===== config.mk =====
export PLATFORM = sky130hd
export DESIGN_NAME = dom_run_mon
export DESIGN_NICKNAME = d
export VERILOG_FILES = /design/src/rtl/dom_run_pkg.sv /design/src/rtl/rx_sync.sv /design/src/rtl/run_counter.sv /design/src/rtl/run_bit_div.sv /design/src/rtl/dom_run_mon.sv
export SDC_FILE = /design/constraint.sdc
export NUM_CORES = 1
export LEC_CHECK = 0
export BUFFER_PORTS_ARGS = -buffer_cell sky130_fd_sc_hd__buf_2
export CAP_MARGIN = 20
export CORE_MARGIN = 5
export CORE_UTILIZATION = 25
export DETAILED_ROUTE_END_ITERATION = 16
export PLACE_DENSITY = 0.46
export SYNTH_ARGS = -nofsm -noshare
export SYNTH_HDL_FRONTEND = slang
export SYNTH_HIERARCHICAL = 1
export SYNTH_SLANG_ARGS = --single-unit

===== constraint.sdc =====
create_clock -name clk_i -period 2.9 [get_ports clk_i]
set_input_delay 0.435 -clock clk_i [delete_from_list [all_inputs] [get_ports clk_i]]
set_output_delay 0.435 -clock clk_i [all_outputs]
set_load 0.05 [all_outputs]

===== src/rtl/dom_run_pkg.sv =====
package dom_run_pkg;
  typedef enum logic {
    DIV_IDLE = 1'b0,
    DIV_RUN  = 1'b1
  } div_state_e;
endpackage


===== src/rtl/rx_sync.sv =====
module rx_sync (
  input  logic clk_i,
  input  logic rst_ni,
  input  logic rx_i,
  output logic rx_o
);
  logic s1_q, s2_q;

  // reset to recessive so no false run after reset
  always_ff @(posedge clk_i or negedge rst_ni) begin
    if (!rst_ni) begin
      s1_q <= 1'b1;
      s2_q <= 1'b1;
    end else begin
      s1_q <= rx_i;
      s2_q <= s1_q;
    end
  end

  assign rx_o = s2_q;
endmodule


===== src/rtl/run_counter.sv =====
module run_counter #(
  parameter int unsigned CNT_W = 20
) (
  input  logic             clk_i,
  input  logic             rst_ni,
  input  logic             dom_i,
  input  logic [CNT_W-1:0] thresh_i,
  output logic [CNT_W-1:0] cnt_o,
  output logic             done_o,
  output logic             err_o
);
  localparam logic [CNT_W-1:0] CNT_MAX = {CNT_W{1'b1}};

  logic [CNT_W-1:0] cnt_q;
  logic             err_q;

  always_ff @(posedge clk_i or negedge rst_ni) begin
    if (!rst_ni) begin
      cnt_q <= '0;
      err_q <= 1'b0;
    end else begin
      if (!dom_i)                cnt_q <= '0;
      else if (cnt_q != CNT_MAX) cnt_q <= cnt_q + 1'b1;
      // fires as the count steps from thresh to thresh+1; never while saturated
      err_q <= dom_i && (cnt_q == thresh_i) && (cnt_q != CNT_MAX);
    end
  end

  assign cnt_o  = cnt_q;
  assign done_o = !dom_i && (cnt_q != '0);
  assign err_o  = err_q;
endmodule


===== src/rtl/run_bit_div.sv =====
module run_bit_div
  import dom_run_pkg::*;
#(
  parameter int unsigned DW    = 21,
  parameter int unsigned BIT_W = 12,
  parameter int unsigned LEN_W = 8
) (
  input  logic             clk_i,
  input  logic             rst_ni,
  input  logic             start_i,
  input  logic [DW-1:0]    dvd_i,
  input  logic [BIT_W-1:0] dvs_i,
  output logic [LEN_W-1:0] q_o
);
  localparam int unsigned    SW    = $clog2(DW + 1);
  localparam logic [SW-1:0]  STEPS = SW'(DW);
  localparam logic [LEN_W-1:0] Q_MAX = {LEN_W{1'b1}};

  div_state_e       st_q;
  logic [DW-1:0]    dvd_q, quo_q, quo_nxt;
  logic [BIT_W:0]   rem_q, rem_sh, rem_nxt;
  logic [BIT_W-1:0] dvs_q;
  logic [SW-1:0]    step_q;
  logic [LEN_W-1:0] q_q, q_sat;

  always_comb begin
    rem_sh = {rem_q[BIT_W-1:0], dvd_q[DW-1]};
    if (rem_sh >= {1'b0, dvs_q}) begin
      rem_nxt = rem_sh - {1'b0, dvs_q};
      quo_nxt = {quo_q[DW-2:0], 1'b1};
    end else begin
      rem_nxt = rem_sh;
      quo_nxt = {quo_q[DW-2:0], 1'b0};
    end
  end

  generate
    if (LEN_W >= DW) begin : g_wide
      assign q_sat = LEN_W'(quo_nxt);
    end else begin : g_clip
      assign q_sat = (|quo_nxt[DW-1:LEN_W]) ? Q_MAX : quo_nxt[LEN_W-1:0];
    end
  endgenerate

  always_ff @(posedge clk_i or negedge rst_ni) begin
    if (!rst_ni) begin
      st_q   <= DIV_IDLE;
      dvd_q  <= '0;
      quo_q  <= '0;
      rem_q  <= '0;
      dvs_q  <= '0;
      step_q <= '0;
      q_q    <= '0;
    end else if (start_i) begin
      // a new run end aborts any division in flight
      dvd_q  <= dvd_i;
      dvs_q  <= dvs_i;
      quo_q  <= '0;
      rem_q  <= '0;
      step_q <= STEPS;
      if (dvs_i == '0) begin
        st_q <= DIV_IDLE;
        q_q  <= Q_MAX;
      end else begin
        st_q <= DIV_RUN;
      end
    end else if (st_q == DIV_RUN) begin
      dvd_q  <= {dvd_q[DW-2:0], 1'b0};
      quo_q  <= quo_nxt;
      rem_q  <= rem_nxt;
      step_q <= step_q - 1'b1;
      if (step_q == SW'(1)) begin
        st_q <= DIV_IDLE;
        q_q  <= q_sat;
      end
    end
  end

  assign q_o = q_q;
endmodule


===== src/rtl/dom_run_mon.sv =====
module dom_run_mon #(
  parameter int unsigned CNT_W = 20,
  parameter int unsigned BIT_W = 12,
  parameter int unsigned LEN_W = 8
) (
  input  logic             clk_i,
  input  logic             rst_ni,
  input  logic             rx_i,
  input  logic [BIT_W-1:0] bit_clks_i,
  input  logic [CNT_W-1:0] thresh_i,
  output logic             err_pulse_o,
  output logic [CNT_W-1:0] run_clks_o,
  output logic [LEN_W-1:0] run_bits_o
);
  localparam int unsigned DW = CNT_W + 1;

  logic             rx_s;
  logic             dom_w;
  logic [CNT_W-1:0] cnt_w;
  logic             done_w;
  logic [CNT_W-1:0] len_q;
  logic [DW-1:0]    dvd_w;

  rx_sync u_sync (
    .clk_i  (clk_i),
    .rst_ni (rst_ni),
    .rx_i   (rx_i),
    .rx_o   (rx_s)
  );

  assign dom_w = !rx_s;

  run_counter #(.CNT_W(CNT_W)) u_cnt (
    .clk_i    (clk_i),
    .rst_ni   (rst_ni),
    .dom_i    (dom_w),
    .thresh_i (thresh_i),
    .cnt_o    (cnt_w),
    .done_o   (done_w),
    .err_o    (err_pulse_o)
  );

  always_ff @(posedge clk_i or negedge rst_ni) begin
    if (!rst_ni)     len_q <= '0;
    else if (done_w) len_q <= cnt_w;
  end

  // half a bit added for round-to-nearest
  assign dvd_w = {1'b0, cnt_w} + DW'(bit_clks_i >> 1);

  run_bit_div #(.DW(DW), .BIT_W(BIT_W), .LEN_W(LEN_W)) u_div (
    .clk_i   (clk_i),
    .rst_ni  (rst_ni),
    .start_i (done_w),
    .dvd_i   (dvd_w),
    .dvs_i   (bit_clks_i),
    .q_o     (run_bits_o)
  );

  assign run_clks_o = len_q;
endmodule


==> impl_metrics.py <==
metrics = {
    "status": {
        "status": "finished, final reports clean",
    },
    "timing": {
        "max_slew_margin_pct": 54.55,
        "max_freq_mhz": 380.0,
        "setup_viol": 0,
        "period_needed_ps": 2631,
        "hold_slack_ps": 63.61,
        "tightest_slew_ps": 681.8,
        "clock-skew-final_ps": 15.21,
        "finalHoldViolations": 0,
        "period_share_pct": 90.74,
        "drv_slew": 0,
        "rsz0062_at_grt": "false",
        "finalSetupTns_ps": 0,
    },
    "setup_path": {
        "worstPathMaxFanout": 9,
        "worst_setup_path_end_kind": "flip-flop",
        "critical-path-top-delay-family": "compound AO/OA/AOI/OAI gates",
        "r2r_start": "u_cnt/cnt_o[0]",
        "crit_arrival_ps": 2890,
        "rrSetupSlack_ps": 270,
        "cp_num_buf_inv": 1,
        "crit_chain": "buf_4 > ha_1 > fa_1 > a21o_2 > a221oi_4 > o21a_1 > o21ai_0 > and4_1 > nand2_1 > o21ai_0",
        "cp.depth": 10,
        "start_kind": "flip-flop",
        "crit_required_ps": 3160,
        "max_stage_delay_ps": 440,
        "critical_path_class": "flip-flop to flip-flop",
        "crit_slowest_cell": "fa_1",
        "ff2ff_path_depth": 10,
        "r2r_end": "u_div/dvd_q[20]",
        "cp_common_cell": "o21ai_0",
    },
    "yosys": {
        "yosys.area.top_type": "dfrtp_1",
        "yosysMostFrequentCell": "dfrtp_1",
        "synthTopCellsByCount": "dfrtp_1, nand2_1, nor2_1",
        "synthDistinctLibCells": 68,
        "syn-cell-area_mm2": 0.007076,
        "synth_area_per_cell_um2": 9.627,
        "yosysSeqAreaShare_pct": 43.18,
        "syn_inst": 735,
        "synth_edf_count": 0,
        "yosys_warnings": 6,
        "yosys-top-cells-area": "dfrtp_1, mux2i_1, ha_1",
        "netlist.area_leader.share_pct": 42.44,
        "synth-seq-cells": 122,
        "synth_flop_cell": "dfrtp_1",
        "async_reset_ff_share_pct": 100.0,
        "syn_nets": 799,
    },
    "cts": {
        "post_cts_buffers": 0,
        "root_buffer": "clkbuf_16",
        "insertion_delay_ps": 420,
        "cts_max_level": 4,
        "clk_path_buf_depth": 2,
        "cts_buffers": 17,
        "clkTransAtPathRegs_ps": 60,
        "clock-sinks": 122,
        "cts_tree": "yes",
    },
    "power": {
        "powerDensity_mw_per_mm2": 791.7,
        "ir_worst_vdd_mv": 0.3708,
        "p_leak_nw": 4.137,
        "power_w": 0.006797,
    },
    "finish": {
        "post-route-util_pct": 30.82,
        "area_growth_pct": 21.34,
        "final_nets": 878,
        "drive_gt1_share_pct": 21.16,
        "diodes": 0,
    },
    "routing": {
        "viasPerCell": 4.704,
        "drt_iter0_drc": 267,
        "drtPass1Iterations": 4,
        "wl_per_cell_um": 15.81,
        "routed_wl_mm": 19.05,
        "drc_errors": 0,
        "num_vias": 5668,
        "ant_nets": 0,
    },
    "grt": {
        "grt_pass1_vias": 5781,
        "overflow": 0,
        "grt_max_degree": 65,
        "grt_pass1_wl_mm": 31.28,
        "track_usage_pct": 12.41,
        "antenna_found_initial": 0,
    },
    "floorplan": {
        "start_util_pct": 25.40,
        "die_w_um": 178.2,
        "die-area_mm2": 0.03177,
        "ios": 64,
        "coreArea_mm2": 0.02786,
        "rows": 61,
        "die_h_um": 178.2,
    },
    "run": {
        "cap_viol_max_count": 0,
    },
    "place": {
        "place_congestion": 0.7908,
        "numPortBuffers": 63,
        "hpwl_mm": 13.42,
    },
    "min_path": {
        "hold_class": "primary input to async pin",
    },
}
-- worst max-delay path by stage --
stage,start,end,slack [ps]
after floorplan,u_cnt/cnt_o[1],u_div/q_o[5],430
after global placement,u_cnt/cnt_o[0],u_div/q_o[2],70
after detailed placement,u_cnt/cnt_o[0],u_div/q_o[5],10
after CTS,u_cnt/cnt_o[0],u_div/q_o[5],110
after global routing,u_cnt/cnt_o[0],u_div/q_o[5],70
final,u_cnt/cnt_o[0],u_div/dvd_q[20],270
-- cell families (layout without fill, tap and decap cells) --
kind of cell | count (synthesis) | in the layout | synth area share (%)
and+or+nand+nor | 238 | 238 | 16.92
AOI/OAI and AO/OA | 162 | 162 | 14.48
DFF | 122 | 122 | 43.18
buffers and inverters | 69 | 161 | 4.262
muxes | 67 | 67 | 9.867
xor gates and xnor gates | 48 | 48 | 5.942
adders and majority gates | 29 | 29 | 5.340
-- per-layer routing --
metal / vias up / track usage, % / part of all wire [%]
met1: 2728 / 16.07 / 46
met5: - / 0 / 0
li1: 2791 / - / -
met2: 121 / 20.36 / 47
met3: 28 / 2.586 / 4.1
met4: 0 / 4.765 / 2.3
-- cells in the final DEF (no fill, tap or decap), types with 7 or more instances in the layout --
| cell | n |
|---|---|
| nor4_1 | 14 |
| xor2_1 | 23 |
| a211oi_1 | 7 |
| buf_4 | 35 |
| dfrtp_1 | 119 |
| o21ai_0 | 50 |
| nand4_1 | 12 |
| buf_2 | 62 |
| nand2_1 | 67 |
| mux2_2 | 22 |
| xnor2_1 | 25 |
| nor3_1 | 7 |
| o31ai_1 | 8 |
| mux2i_1 | 45 |
| clkbuf_16 | 17 |
| or4_1 | 7 |
| nor2_1 | 64 |
| inv_1 | 31 |
| a21oi_1 | 46 |
| a311oi_1 | 7 |
| nand3_1 | 16 |
| nand2b_1 | 13 |
| ha_1 | 27 |
-- report_power, final --
group	leakage [nW]	switching [W]	internal, W	total, W
registers	1.60	0.000241	0.00206	0.00230
clock network	0.291	0.000839	0.00136	0.00220
logic	2.24	0.00136	0.000940	0.00230
total	4.14	0.00244	0.00435	0.00680
-- state kept, by name, summed over array words and instances, names as in the netlist --
signal        cells
u_div/rem_q      12
u_div/dvs_q      12
u_sync/rx_o       1
u_div/step_q      5
u_div/quo_q      20
u_div/st_q        1
u_div/q_o         8
u_sync/s1_q       1
u_cnt/err_o       1
u_cnt/cnt_o      20
u_div/dvd_q      21
run_clks_o       20
-- stage by stage --
stage	instance area [um^2]	instances	setup WS, ps
detailed placement	7965	1173	9.877
CTS	8568	1205	113.2
global placement	7965	1173	71.96
global route	8586	1205	73.22
finish	8586	1205	268.6
floorplan	7076	735	426.8
-- layout make-up --
class	instances	area [um^2]
Clock inverter	14	172.7
Inverter	31	116.4
Clock buffer	18	429.2
Fill cell	2938	19270
Multi-Input combinational cell	544	3745
Sequential cell	122	3057
Tap cell	378	473.0
Timing Repair Buffer	98	593.1
-- worst reg2reg max path, delay by kind of cell (launching register included) --
kind	cells	cell delay (ps)
AO/OA/AOI/OAI	5	980
buffers and inverters	1	170
AND/OR/NAND/NOR	2	280
flip-flops	1	370
adder cells (fa/ha/maj)	2	660
-- what timing repair did --
| action | CTS | global route |
|---|---|---|
| gates resized for setup | 1 | 2 |
| setup endpoints to repair | 8 | 10 |
| hold buffers | 0 | 0 |
(Power assumes the default switching activity.)
